[src/rtl/desc_ring_pkg.sv]
package desc_ring_pkg;
  typedef enum logic [1:0] {
    SEL_BUF  = 2'd0,
    SEL_STAT = 2'd1,
    SEL_LEN  = 2'd2,
    SEL_NONE = 2'd3
  } reg_sel_e;

  localparam int ARM_BIT  = 0;
  localparam int DONE_BIT = 1;
  localparam int FLAG_LSB = 24;
endpackage

[src/rtl/desc_slot.sv]
module desc_slot #(
  parameter int DW      = 32,
  parameter int LEN_W   = 14,
  parameter bit HAS_LEN = 1'b1
) (
  input  logic             clk_i,
  input  logic             rst_ni,
  input  logic             clr_i,
  input  logic             wr_buf_i,
  input  logic             wr_len_i,
  input  logic [DW-1:0]    wdata_i,
  input  logic             fin_i,
  input  logic [DW-1:0]    fin_stat_i,
  output logic [DW-5:0]    addr_o,
  output logic             en_o,
  output logic             done_o,
  output logic [LEN_W-1:0] len_o,
  output logic [DW-1:0]    stat_o
);
  import desc_ring_pkg::*;

  logic [DW-5:0] addr_q;
  logic          en_q, done_q;
  logic [DW-1:0] stat_q;

  always_ff @(posedge clk_i or negedge rst_ni) begin
    if (!rst_ni) begin
      addr_q <= '0;
      en_q   <= 1'b0;
      done_q <= 1'b0;
      stat_q <= '0;
    end else if (clr_i) begin
      en_q   <= 1'b0;
      done_q <= 1'b0;
    end else if (fin_i) begin
      en_q   <= 1'b0;
      done_q <= 1'b1;
      stat_q <= fin_stat_i;
    end else if (wr_buf_i && !en_q) begin
      addr_q <= wdata_i[DW-1:4];
      en_q   <= wdata_i[ARM_BIT];
      done_q <= done_q & wdata_i[DONE_BIT];
    end
  end

  generate
    if (HAS_LEN) begin : g_len
      logic [LEN_W-1:0] len_q;
      always_ff @(posedge clk_i or negedge rst_ni) begin
        if (!rst_ni)                len_q <= '0;
        else if (wr_len_i && !en_q) len_q <= wdata_i[LEN_W-1:0];
      end
      assign len_o = len_q;
    end else begin : g_nolen
      assign len_o = '0;
    end
  endgenerate

  assign addr_o = addr_q;
  assign en_o   = en_q;
  assign done_o = done_q;
  assign stat_o = stat_q;

  assert_armed_write_ignored_R3: assert property (@(posedge clk_i) disable iff (!rst_ni)
    (wr_buf_i && en_o && !clr_i && !fin_i) |=> $stable(addr_o));
  assert_fin_sets_done_R4: assert property (@(posedge clk_i) disable iff (!rst_ni)
    (fin_i && !clr_i) |=> (done_o && !en_o));
  assert_clr_drops_ctl_R9: assert property (@(posedge clk_i) disable iff (!rst_ni)
    clr_i |=> (!en_o && !done_o));
endmodule

[src/rtl/desc_dir.sv]
module desc_dir #(
  parameter int N       = 4,
  parameter int DW      = 32,
  parameter int LEN_W   = 14,
  parameter bit HAS_LEN = 1'b1,
  localparam int IW     = $clog2(N)
) (
  input  logic                  clk_i,
  input  logic                  rst_ni,
  input  logic                  clr_i,
  input  logic                  wr_en_i,
  input  logic [IW-1:0]         slot_i,
  input  desc_ring_pkg::reg_sel_e sel_i,
  input  logic [DW-1:0]         wdata_i,
  output logic [DW-1:0]         rdata_o,
  output logic                  valid_o,
  output logic [DW-1:0]         addr_o,
  output logic [LEN_W-1:0]      len_o,
  input  logic                  fin_i,
  input  logic [DW-1:0]         fin_stat_i,
  output logic                  done_any_o
);
  import desc_ring_pkg::*;

  logic [IW-1:0]    idx_q;
  logic             adv;
  logic [N-1:0]     en_a, done_a;
  logic [DW-5:0]    addr_a [N];
  logic [LEN_W-1:0] len_a  [N];
  logic [DW-1:0]    stat_a [N];

  assign adv = fin_i && en_a[idx_q] && !clr_i;

  for (genvar i = 0; i < N; i++) begin : g_slot
    desc_slot #(.DW(DW), .LEN_W(LEN_W), .HAS_LEN(HAS_LEN)) u_slot (
      .clk_i      (clk_i),
      .rst_ni     (rst_ni),
      .clr_i      (clr_i),
      .wr_buf_i   (wr_en_i && slot_i == IW'(i) && sel_i == SEL_BUF),
      .wr_len_i   (wr_en_i && slot_i == IW'(i) && sel_i == SEL_LEN),
      .wdata_i    (wdata_i),
      .fin_i      (adv && idx_q == IW'(i)),
      .fin_stat_i (fin_stat_i),
      .addr_o     (addr_a[i]),
      .en_o       (en_a[i]),
      .done_o     (done_a[i]),
      .len_o      (len_a[i]),
      .stat_o     (stat_a[i])
    );
  end

  always_ff @(posedge clk_i or negedge rst_ni) begin
    if (!rst_ni)  idx_q <= '0;
    else if (adv) idx_q <= (idx_q == IW'(N-1)) ? '0 : idx_q + 1'b1;
  end

  logic [1:0] pos_field;
  assign pos_field = (slot_i == '0) ? 2'(idx_q) : 2'b00;

  always_comb begin
    rdata_o = '0;
    case (sel_i)
      SEL_BUF:  rdata_o = {addr_a[slot_i], pos_field, done_a[slot_i], en_a[slot_i]};
      SEL_STAT: rdata_o = stat_a[slot_i];
      SEL_LEN:  rdata_o = DW'(len_a[slot_i]);
      default:  rdata_o = '0;
    endcase
  end

  assign valid_o    = en_a[idx_q];
  assign addr_o     = {addr_a[idx_q], 4'b0000};
  assign len_o      = len_a[idx_q];
  assign done_any_o = |done_a;

  assert_index_step_R5: assert property (@(posedge clk_i) disable iff (!rst_ni)
    adv |=> (32'(idx_q) == (32'($past(idx_q)) + 1) % N));
  assert_index_hold_R11: assert property (@(posedge clk_i) disable iff (!rst_ni)
    !adv |=> $stable(idx_q));
endmodule

[src/rtl/desc_ring_engine.sv]
module desc_ring_engine #(
  parameter int N       = 4,
  parameter int DW      = 32,
  parameter int LEN_W   = 14,
  parameter int MIN_LEN = 60,
  localparam int IW     = $clog2(N),
  localparam int HA_W   = 1 + IW + 2
) (
  input  logic             clk_i,
  input  logic             rst_ni,
  input  logic             mac_clr_i,
  input  logic             host_we_i,
  input  logic [HA_W-1:0]  host_addr_i,
  input  logic [DW-1:0]    host_wdata_i,
  output logic [DW-1:0]    host_rdata_o,
  output logic             tx_valid_o,
  output logic [DW-1:0]    tx_addr_o,
  output logic [LEN_W-1:0] tx_len_o,
  input  logic             tx_fin_i,
  input  logic [4:0]       tx_flags_i,
  output logic             rx_valid_o,
  output logic [DW-1:0]    rx_addr_o,
  input  logic             rx_fin_i,
  input  logic [LEN_W-1:0] rx_len_i,
  input  logic [7:0]       rx_flags_i,
  output logic             irq_o
);
  import desc_ring_pkg::*;

  logic                 dir_rx;
  logic [IW-1:0]        slot;
  reg_sel_e             sel;
  logic [DW-1:0]        tx_rdata, rx_rdata, tx_stat, rx_stat;
  logic [LEN_W-1:0]     tx_len_raw, rx_len_unused;
  logic                 tx_done_any, rx_done_any;

  assign dir_rx = host_addr_i[HA_W-1];
  assign slot   = host_addr_i[IW+1:2];
  assign sel    = reg_sel_e'(host_addr_i[1:0]);

  assign tx_len_o = (tx_len_raw < LEN_W'(MIN_LEN)) ? LEN_W'(MIN_LEN) : tx_len_raw;

  always_comb begin
    tx_stat = '0;
    tx_stat[LEN_W-1:0] = tx_len_o;
    tx_stat[FLAG_LSB +: 5] = tx_flags_i;
    rx_stat = '0;
    rx_stat[LEN_W-1:0] = rx_len_i;
    rx_stat[FLAG_LSB +: 8] = rx_flags_i;
  end

  desc_dir #(.N(N), .DW(DW), .LEN_W(LEN_W), .HAS_LEN(1'b1)) u_tx (
    .clk_i      (clk_i),
    .rst_ni     (rst_ni),
    .clr_i      (mac_clr_i),
    .wr_en_i    (host_we_i && !dir_rx),
    .slot_i     (slot),
    .sel_i      (sel),
    .wdata_i    (host_wdata_i),
    .rdata_o    (tx_rdata),
    .valid_o    (tx_valid_o),
    .addr_o     (tx_addr_o),
    .len_o      (tx_len_raw),
    .fin_i      (tx_fin_i),
    .fin_stat_i (tx_stat),
    .done_any_o (tx_done_any)
  );

  desc_dir #(.N(N), .DW(DW), .LEN_W(LEN_W), .HAS_LEN(1'b0)) u_rx (
    .clk_i      (clk_i),
    .rst_ni     (rst_ni),
    .clr_i      (mac_clr_i),
    .wr_en_i    (host_we_i && dir_rx),
    .slot_i     (slot),
    .sel_i      (sel),
    .wdata_i    (host_wdata_i),
    .rdata_o    (rx_rdata),
    .valid_o    (rx_valid_o),
    .addr_o     (rx_addr_o),
    .len_o      (rx_len_unused),
    .fin_i      (rx_fin_i),
    .fin_stat_i (rx_stat),
    .done_any_o (rx_done_any)
  );

  assign host_rdata_o = dir_rx ? rx_rdata : tx_rdata;
  assign irq_o        = tx_done_any | rx_done_any;

  assert_irq_drops_on_clr_R9: assert property (@(posedge clk_i) disable iff (!rst_ni)
    mac_clr_i |=> !irq_o);
  assert_tx_len_floor_R10: assert property (@(posedge clk_i) disable iff (!rst_ni)
    tx_valid_o |-> (tx_len_o >= LEN_W'(MIN_LEN)));
  assert_irq_on_fin_R8: assert property (@(posedge clk_i) disable iff (!rst_ni)
    (tx_fin_i && tx_valid_o && !mac_clr_i) |=> irq_o);
endmodule

[config.mk]
export PLATFORM = sky130hd
export DESIGN_NAME = desc_ring_engine
export DESIGN_NICKNAME = d
export VERILOG_FILES = /design/src/rtl/desc_ring_pkg.sv /design/src/rtl/desc_slot.sv /design/src/rtl/desc_dir.sv /design/src/rtl/desc_ring_engine.sv
export SDC_FILE = /design/constraint.sdc
export NUM_CORES = 1
export LEC_CHECK = 0
export BUFFER_PORTS_ARGS = -buffer_cell sky130_fd_sc_hd__buf_2
export CAP_MARGIN = 20
export CORE_UTILIZATION = 35
export DETAILED_ROUTE_END_ITERATION = 12
export PLACE_DENSITY_LB_ADDON = 0.3
export SYNTH_ARGS = -nofsm -noshare
export SYNTH_HDL_FRONTEND = slang
export SYNTH_SLANG_ARGS = --single-unit
[constraint.sdc]
create_clock -name clk_i -period 8.85 [get_ports clk_i]
set_input_delay 0 -clock clk_i [delete_from_list [all_inputs] [get_ports clk_i]]
set_output_delay 0 -clock clk_i [all_outputs]
set_load 0.02 [all_outputs]
==> flow_metrics.tcl, run 1 <==
set metrics [dict create \
    max-slew-margin-rel 0.294 \
    core_area_um2 64900 \
    hold_buffers 65 \
    root_buffer "clkbuf_16" \
    synth_top_cell_area_share 0.502 \
    totalWireLength_um 63400 \
    syn2layout_area_growth_pct 17.4 \
    grt_usage 0.193 \
    clk_latency_ns 0.60 \
    fmax_mhz 258 \
    fp.dieW_um 259 \
    yosys.area.top_type "dfrtp_1" \
    layout_min_cycle_time_ns 3.88 \
    cp-end-kind "primary output" \
    synth_cells 1472 \
    skew_ns 0.0198 \
    synth-seq-cells 464 \
    timing.hold.ws_ns -0.00207 \
    cts_setup_buffers 0 \
    drive_gt1_frac 0.546 \
    final_util 0.418 \
    wire_per_inst_um 24.7 \
    max_slew.worst_pin.slew_ns 1.06 \
    io_pins 183 \
    placed_cell_area_um2 24800 \
    violations "negative hold slack" \
    ys_seq_area_frac 0.502 \
    fin_setup_tns_ns 0 \
    grt_max_degree 183 \
    report.final.slew_viol_count 0 \
    ys.flop_type "dfrtp_1" \
    gp_congestion 0.780 \
    grt_pass1_vias 15100 \
    fillCellCount 5941 \
    power.leakage_nw 12.8 \
    required_ns 8.85 \
    numPortBuffers 174 \
    die_area_um2 67100 \
    rsz0062_at_grt "false" \
    clk_transition_reported_paths_ns 0.06 \
    async_flop_share 1.00 \
    setup_viol 0 \
    ctsLongestPathBuffers 3 \
    clock-sinks 464 \
    ys_types 39 \
    maxCapViolCount 0 \
    status "complete, but fails checks" \
    netlist_area_um2 23100 \
    synth-edff-count 0 \
    crit_path_start_kind "flip-flop" \
    hold_class "input pin to asynchronous set/reset pin" \
    finalHoldViolCount 1 \
    die_h_um 259 \
    fin_nets 1746 \
    initial_utilization 0.356 \
    drtIter0Drc 895 \
    path_max_fanout 25 \
    vias 14200 \
    finalPower_mw 5.59 \
    fin_area_um2 27200 \
    arrival_ns 3.88 \
    ys_warn_count 0 \
    overflow 0 \
    synthTopCellsByArea "dfrtp_1 50%, mux2_2 21%, mux4_2 19%, mux2i_1 1.7%, clkbuf_1 1.1%" \
    postSynthAreaPerCell_um2 15.7 \
    grt_pass1_wl_um 98300 \
    antenna_found_initial 2 \
    powerDensity_nw_per_um2 206 \
    row_count 93 \
    viasPerCell 5.52 \
    cts-htree-levels 2 \
    hpwlAfterDp_um 40600 \
    drtAntennaViolNets 0 \
    cts_buffers 51 \
    critical_path_class "flip-flop to primary output" \
    drtPass1Iterations 5 \
    period_share 0.438 \
    post_cts_resized 0 \
    cts_tree "done" \
    drc 0 \
    ir_worst_vdd_v 0.000152 \
]
==> registers in the layout (all words and copies together) (netlist names) <==
signal	count
u_rx.g_slot.u_slot.done_o	4
u_tx.g_slot.u_slot.en_o	4
u_tx.g_slot.u_slot.len_o	56
u_tx.g_slot.u_slot.done_o	4
u_rx.g_slot.u_slot.en_o	4
u_tx.idx_q	2
u_rx.g_slot.u_slot.stat_o	88
u_rx.idx_q	2
u_tx.g_slot.u_slot.stat_o	76
u_tx.g_slot.u_slot.addr_o	112
u_rx.g_slot.u_slot.addr_o	112
==> area by class of cell <==
class,instances,area [um2],share of cell area
clock buffer,83,1570,0.0577
antenna,1,2.50,0.0000921
timing repair buffer,265,1750,0.0646
sequential,464,11600,0.428
inverter,8,30.0,0.00111
clock inverter,12,125,0.00461
tap,855,1070,0.0394
multi-input combinational,878,11000,0.405
==> per-layer routing <==
metal	up-vias	wire length, um	GRT usage
li1	6024	-	-
met1	7735	28300	0.273
met2	312	30600	0.308
met3	81	3150	0.0331
met4	2	1310	0.0505
met5	-	8	0
==> metrics by stage <==
| step | std cells | setup slack, ns |
|---|---|---|
| after global routing | 2566 | 4.58 |
| final | 2566 | 4.97 |
| after detailed placement | 2405 | 5.18 |
| after CTS | 2565 | 4.85 |
| after floorplan | 1479 | 5.87 |
| after global placement | 2405 | 5.20 |
==> critical path, stage by stage (launching register included) <==
cell	delay, ns
dfrtp_4	0.75
buf_4	0.57
mux4_2	0.67
nor4_2	0.66
a31oi_1	0.32
buf_2	0.26
==> synthesized netlist by cell type, types with 3 or more instances <==
library cell and n:
inv_1 8, nor4b_1 3, a31oi_1 4, nor3_1 4, mux2_2 437, nor2b_1 10, and2_1 13, mux2_4 9
and3_1 3, a21o_1 4, mux2i_1 39, buf_1 17, o21a_1 3, ha_1 8, buf_2 33, o311ai_0 4
dfrtp_1 464, buf_4 8, clkbuf_1 68, nor2_1 22, a21oi_1 19, buf_6 3, nand3_1 14, nand2_1 15
nor4_1 5, nand4_1 5, a211oi_1 7, mux4_2 192, o21ai_0 35
==> cell usage in the layout (no fill, tap or decap), drive strengths merged <==
| cell | netlist | final |
|---|---|---|
| or2 | 1 | 1 |
| nand4b | 2 | 2 |
| and3 | 3 | 3 |
| a21oi | 19 | 19 |
| and2 | 13 | 13 |
| nand2 | 15 | 15 |
| and4 | 2 | 2 |
| mux2i | 39 | 39 |
| nor3 | 4 | 4 |
| clkbuf | 68 | 84 |
| nand3b | 2 | 2 |
| a211oi | 7 | 7 |
| or4 | 1 | 1 |
| nand3 | 14 | 14 |
| a21o | 4 | 4 |
| nand4 | 5 | 5 |
| bufinv | 0 | 2 |
| nor2b | 10 | 10 |
| or3 | 2 | 2 |
| clkinv | 0 | 9 |
| mux4 | 192 | 192 |
| a31oi | 4 | 4 |
| o21a | 3 | 3 |
| buf | 61 | 199 |
| mux2 | 446 | 446 |
| nor3b | 1 | 1 |
| inv | 8 | 9 |
| nor4 | 7 | 7 |
| dlygate4sd3 | 0 | 65 |
| ha | 8 | 8 |
| nand2b | 2 | 2 |
| nor4b | 3 | 3 |
| o21ai | 35 | 35 |
| nor2 | 22 | 22 |
| o311ai | 4 | 4 |
| dfrtp | 464 | 464 |
| diode | 0 | 1 |
| conb | 1 | 8 |
==> where the power goes <==
group          internal [mW]  switching [mW]
Clock                   1.27           0.878
Combinational          0.483           0.491
Sequential              2.32           0.151
==> kinds of logic after synthesis <==
logic type                 count (synthesis)  synth area share
AOI/OAI and AO/OA                         76            0.0188
other                                      1          0.000162
muxes                                    677             0.422
DFF                                      464             0.502
adders and majority gates                  8           0.00433
and+or+nand+nor                          109            0.0262
buffers and inverters                    137            0.0263
==> worst paths after layout <==
path,endpoint,from,slack (ns),cells past startpoint
max in group asynchronous,u_rx.g_slot[0].u_slot.stat_o[25]$_DFFE_PN0P_,rst_ni,6.51,4
max,tx_len_o[1],u_tx.idx_q[0]$_DFFE_PN0N_,4.97,5
min,u_rx.g_slot[2].u_slot.addr_o[10]$_DFFE_PN0P_,rst_ni,-0.002,2
max reg2reg,u_tx.g_slot[0].u_slot.stat_o[1]$_DFFE_PN0P_,u_tx.idx_q[0]$_DFFE_PN0N_,5.34,5
min in group clk_i,u_rx.idx_q[0]$_DFFE_PN0N_,rx_fin_i,0.17,5
min reg2reg,u_rx.g_slot[2].u_slot.stat_o[5]$_DFFE_PN0P_,u_rx.g_slot[2].u_slot.stat_o[5]$_DFFE_PN0P_,0.50,1
Power figures use the tool's default switching activity.
==> inputs of run 2 (changes only) <==
Clock period 8.85 ns to 3.4 ns, I/O delays scaled along.
==> run 2 against run 1 <==
- the flow now finishes without violations
- total power grew to 2.7 times the previous value
- sequential share of layout area is 0.58 points lower
- combinational power grew to 2.7 times the previous value
- routed wire length is 2.3% higher
- clock skew is 0.00072 ns higher
- largest power group unchanged
==> flow_metrics.tcl, run 2 (synthesized netlist as in run 1, its figures left out) <==
set metrics [dict create \
    fp.dieW_um 259 \
    wire_per_inst_um 25.0 \
    required_ns 3.40 \
    grt_usage 0.195 \
    power.leakage_nw 13.0 \
    path_max_fanout 12 \
    power.internal_mw 10.8 \
    placed_cell_area_um2 25100 \
    overflow 0 \
    antenna_found_initial 7 \
    io_pins 183 \
    period_share 0.915 \
    viasPerCell 5.53 \
    grt_max_degree 114 \
    drtIter0Drc 842 \
    setup_viol 0 \
    ctsLongestPathBuffers 3 \
    post_cts_resized 0 \
    status "completed" \
    swShare 0.273 \
    cts_setup_buffers 0 \
    fin_setup_tns_ns 0 \
    max_slew.worst_pin.slew_ns 1.01 \
    cts_tree "done" \
    drtPass1Iterations 6 \
    rsz0062_at_grt "false" \
    numPortBuffers 174 \
    row_count 93 \
    combinationalPowerShare 0.176 \
    ir_worst_vdd_v 0.000340 \
    cts_buffers 53 \
    layout_min_cycle_time_ns 3.11 \
    critical_path_class "flip-flop to primary output" \
    fmax_mhz 321 \
    netSwitchingPower_mw 4.05 \
    vias 14300 \
    cts-htree-levels 2 \
    most-common-layout-cells "460 x dfrtp_1, 437 x mux2_2, 192 x mux4_2, 171 x buf_2, 64 x dlygate4sd3_1" \
    pre_cts_ws_ns 0.686 \
    syn2layout_area_growth_pct 19.0 \
    totalWireLength_um 64900 \
    seq_power_share 0.434 \
    hpwlAfterDp_um 43200 \
    clkPwrFrac 0.390 \
    arrival_ns 3.11 \
    cp-end-kind "primary output" \
    clock-sinks 464 \
    fin_area_um2 27500 \
    maxCapViolCount 0 \
    grt_pass1_vias 15200 \
    crit_path_start_kind "flip-flop" \
    gp_congestion 0.818 \
    drive_gt1_frac 0.555 \
    die_area_um2 67100 \
    drtAntennaViolNets 0 \
    drc 0 \
    clk_transition_reported_paths_ns 0.06 \
    grt_pass1_wl_um 98500 \
    initial_utilization 0.356 \
    finalPower_mw 14.8 \
    skew_ns 0.0205 \
    final_common_cell "dfrtp_1" \
    hold_class "input pin to flip-flop" \
    setup_ws_ns 0.288 \
    die_h_um 259 \
    core_area_um2 64900 \
    max-slew-margin-rel 0.325 \
    powerDensity_nw_per_um2 539 \
    clk_latency_ns 0.61 \
    fin_nets 1775 \
    hold_buffers 64 \
    final_util 0.424 \
    finalHoldViolCount 0 \
    root_buffer "clkbuf_16" \
    report.final.slew_viol_count 0 \
]
## run 2: worst max-delay path: stages, from the launching register on
cell and delay [ns]:
dfrtp_4 0.58, buf_4 0.33, mux4_2 0.61, nor4_2 0.37, buf_4 0.21, a21o_1 0.21, buf_2 0.20
## run 2: power groups by stage
stage / clock, mW / sequential (mW) / combinational [mW]
2_1_floorplan: 0 / 6.37 / 1.74
3_3_place_gp: 0 / 6.47 / 2.53
3_5_place_dp: 0 / 6.52 / 2.58
4_1_cts: 5.94 / 6.42 / 2.65
5_1_grt: 6.16 / 6.50 / 2.79
6_report: 5.79 / 6.43 / 2.61
## run 2: metrics by stage
step	hold WS, ns	std cells
6_report	0.0492	2596
5_1_grt	0.122	2595
4_1_cts	0.0243	2594
3_5_place_dp	0.177	2433
3_3_place_gp	0.177	2433
2_1_floorplan	-0.296	1479
## run 2: final cells by class
type	count	area, um2
Sequential cell	464	11600
Timing Repair Buffer	292	2040
Fill cell	5901	37400
Clock inverter	16	188
Tap cell	855	1070
Multi-Input combinational cell	878	11000
Inverter	8	30.0
Antenna cell	2	5.00
Clock buffer	81	1590
## run 2: worst paths after layout
check	end	depth (start not counted)	slack (ns)	start
hold reg to reg	u_rx.g_slot[2].u_slot.stat_o[8]$_DFFE_PN0P_	1	0.50	u_rx.g_slot[2].u_slot.stat_o[8]$_DFFE_PN0P_
setup reg to reg	u_tx.g_slot[0].u_slot.addr_o[10]$_DFFE_PN0P_	4	0.71	u_tx.idx_q[0]$_DFFE_PN0N_
min in group asynchronous	u_rx.g_slot[1].u_slot.stat_o[10]$_DFFE_PN0P_	2	0.10	rst_ni
max in group asynchronous	u_tx.g_slot[3].u_slot.len_o[0]$_DFFE_PN0P_	3	2.26	rst_ni
hold / removal	u_rx.g_slot[0].u_slot.done_o$_DFFE_PN0P_	3	0.05	host_addr_i[3]
setup / recovery	tx_len_o[4]	6	0.29	u_tx.idx_q[0]$_DFFE_PN0N_
## run 2: per-layer routing
layer,part of all wire,GRT usage
met1,0.44,0.271
met2,0.48,0.309
met3,0.053,0.0351
met4,0.028,0.0646
met5,0.0011,0
==> inputs of run 3 (changes only) <==
Settings changed: CORE_UTILIZATION 35 to 30.
==> run 3 against run 2 <==
- sequential power hardly changed
- die area is 17% higher
- highest routed layer unchanged
- global-route usage is 2.1 points lower
- cell area is 0.70% higher
- critical path type unchanged
- clock power is 4.1% lower
==> flow_metrics.tcl, run 3 (synthesized netlist as in run 1, its figures left out) <==
set metrics [dict create \
    gp_congestion 0.802 \
    core_area_um2 76100 \
    rrSetupSlack_ns 0.61 \
    maxCapViolCount 0 \
    period_share 0.869 \
    grt_pass1_vias 15500 \
    most-common-layout-cells "460 x dfrtp_1, 437 x mux2_2, 192 x mux4_2, 171 x buf_2, 65 x dlygate4sd3_1" \
    finalPower_mw 14.6 \
    cts_tree "done" \
    rsz0062_at_grt "false" \
    ctsLongestPathBuffers 3 \
    cts_setup_buffers 0 \
    clk_transition_reported_paths_ns 0.06 \
    ir_worst_vdd_v 0.000353 \
    reg2reg_from "u_tx.idx_q[0]$_DFFE_PN0N_" \
    fin_setup_tns_ns 0 \
    multi_input_area_um2 11000 \
    skew_ns 0.0253 \
    required_ns 3.40 \
    drtIter0Drc 802 \
    viasPerCell 5.15 \
    timing.hold.ws_ns 0.0891 \
    r2r-end "u_tx.g_slot[0].u_slot.addr_o[20]$_DFFE_PN0P_" \
    post_cts_resized 0 \
    cp-startpoint "u_tx.idx_q[0]$_DFFE_PN0N_" \
    critical_path_class "flip-flop to primary output" \
    root_buffer "clkbuf_16" \
    initial_utilization 0.304 \
    cpPeakStageDelay_ns 0.59 \
    arrival_ns 2.95 \
    final_common_cell "dfrtp_1" \
    drtAntennaViolNets 0 \
    report.final.slew_viol_count 0 \
    clk_latency_ns 0.61 \
    seq_area_um2 11600 \
    clkPwrFrac 0.380 \
    powerDensity_nw_per_um2 527 \
    fmax_mhz 338 \
    hpwlAfterDp_um 44900 \
    combinationalPowerShare 0.181 \
    grt_usage 0.175 \
    syn2layout_area_growth_pct 19.8 \
    max-slew-margin-rel 0.374 \
    crit_chain "buf_4 -> mux4_2 -> nor4_2 -> buf_4 -> a31oi_1 -> buf_2" \
    cp-end-kind "primary output" \
    layout_min_cycle_time_ns 2.95 \
    max_slew.worst_pin.slew_ns 0.940 \
    power.internal_mw 10.6 \
    rr_worst_depth 4 \
    cp_common_cell "buf_4" \
    cts-htree-levels 2 \
    overflow 0 \
    cts_buffers 52 \
    grt_max_degree 109 \
    status "completed" \
    setup_viol 0 \
    crit_path_top_delay_cell "dfrtp_4" \
    crit_path_end "tx_len_o[1]" \
    fillCellCount 7339 \
    power.leakage_nw 13.0 \
    row_count 101 \
    clock-sinks 464 \
    drive_gt1_frac 0.555 \
    totalWireLength_um 67000 \
    fin_nets 1780 \
    hold_buffers 65 \
    drtPass1Iterations 5 \
    wire_per_inst_um 24.2 \
    swShare 0.277 \
    fp.dieW_um 280 \
    numPortBuffers 174 \
    die_area_um2 78200 \
    seq_power_share 0.440 \
    crit_path_start_kind "flip-flop" \
    hold_class "input pin to asynchronous set/reset pin" \
    finalHoldViolCount 0 \
    antenna_found_initial 6 \
    vias 14300 \
    netSwitchingPower_mw 4.05 \
    drc 0 \
    die_h_um 280 \
    grt_pass1_wl_um 102000 \
    path_max_fanout 13 \
    io_pins 183 \
]
-- run 3: worst min path at each step --
stage / to / slack [ns] / startpoint
after floorplan: u_rx.g_slot[0].u_slot.addr_o[0]$_DFFE_PN0P_ / -0.30 / rst_ni
after global placement: u_rx.g_slot[2].u_slot.stat_o[10]$_DFFE_PN0P_ / 0.15 / rst_ni
after detailed placement: u_rx.g_slot[1].u_slot.stat_o[10]$_DFFE_PN0P_ / 0.16 / rst_ni
after CTS: u_rx.g_slot[0].u_slot.stat_o[4]$_DFFE_PN0P_ / 0.09 / rst_ni
after global routing: u_rx.g_slot[0].u_slot.stat_o[4]$_DFFE_PN0P_ / 0.15 / rst_ni
final: u_rx.g_slot[0].u_slot.stat_o[4]$_DFFE_PN0P_ / 0.09 / rst_ni
-- run 3: routing by layer --
metal,track usage,vias to the layer above,part of all wire
li1,-,6094,-
met1,0.235,7731,0.44
met2,0.287,351,0.49
met3,0.0364,80,0.054
met4,0.0427,4,0.022
met5,0,-,0.00033
-- run 3: power by group through the flow --
stage / logic (mW) / registers, mW / clock network [mW]
after global placement: 2.58 / 6.46 / 0
after CTS: 2.69 / 6.41 / 5.74
after global routing: 2.84 / 6.50 / 5.97
after floorplan: 1.74 / 6.37 / 0
after detailed placement: 2.62 / 6.51 / 0
final: 2.64 / 6.42 / 5.55
-- run 3: worst max-delay path, delay by kind of cell, from the launching register on --
family / cells / cell delay [ns]
AOI/OAI and AO/OA: 1 / 0.19
buffers and inverters: 3 / 0.67
muxes: 1 / 0.58
DFF: 1 / 0.59
and+or+nand+nor: 1 / 0.29
-- run 3: final cells by class --
type | instances | area share
multi-input cells | 878 | 0.396
well taps | 1030 | 0.0465
flip-flops and latches | 464 | 0.419
repair buffers | 298 | 0.0772
clock buffers | 73 | 0.0527
clock inverters | 18 | 0.00704
diodes | 2 | 0.000181
inverters | 8 | 0.00108
-- run 3: per-stage QoR --
| step | setup slack [ns] | area [um2] | std cells | utilization |
|---|---|---|---|---|
| finish | 0.446 | 27700 | 2771 | 0.364 |
| global route | 0.289 | 27700 | 2770 | 0.364 |
| CTS | 0.368 | 27700 | 2769 | 0.364 |
| detailed placement | 0.648 | 25400 | 2613 | 0.334 |
| global placement | 0.674 | 25400 | 2613 | 0.334 |
| floorplan | 0.423 | 23200 | 1479 | - |
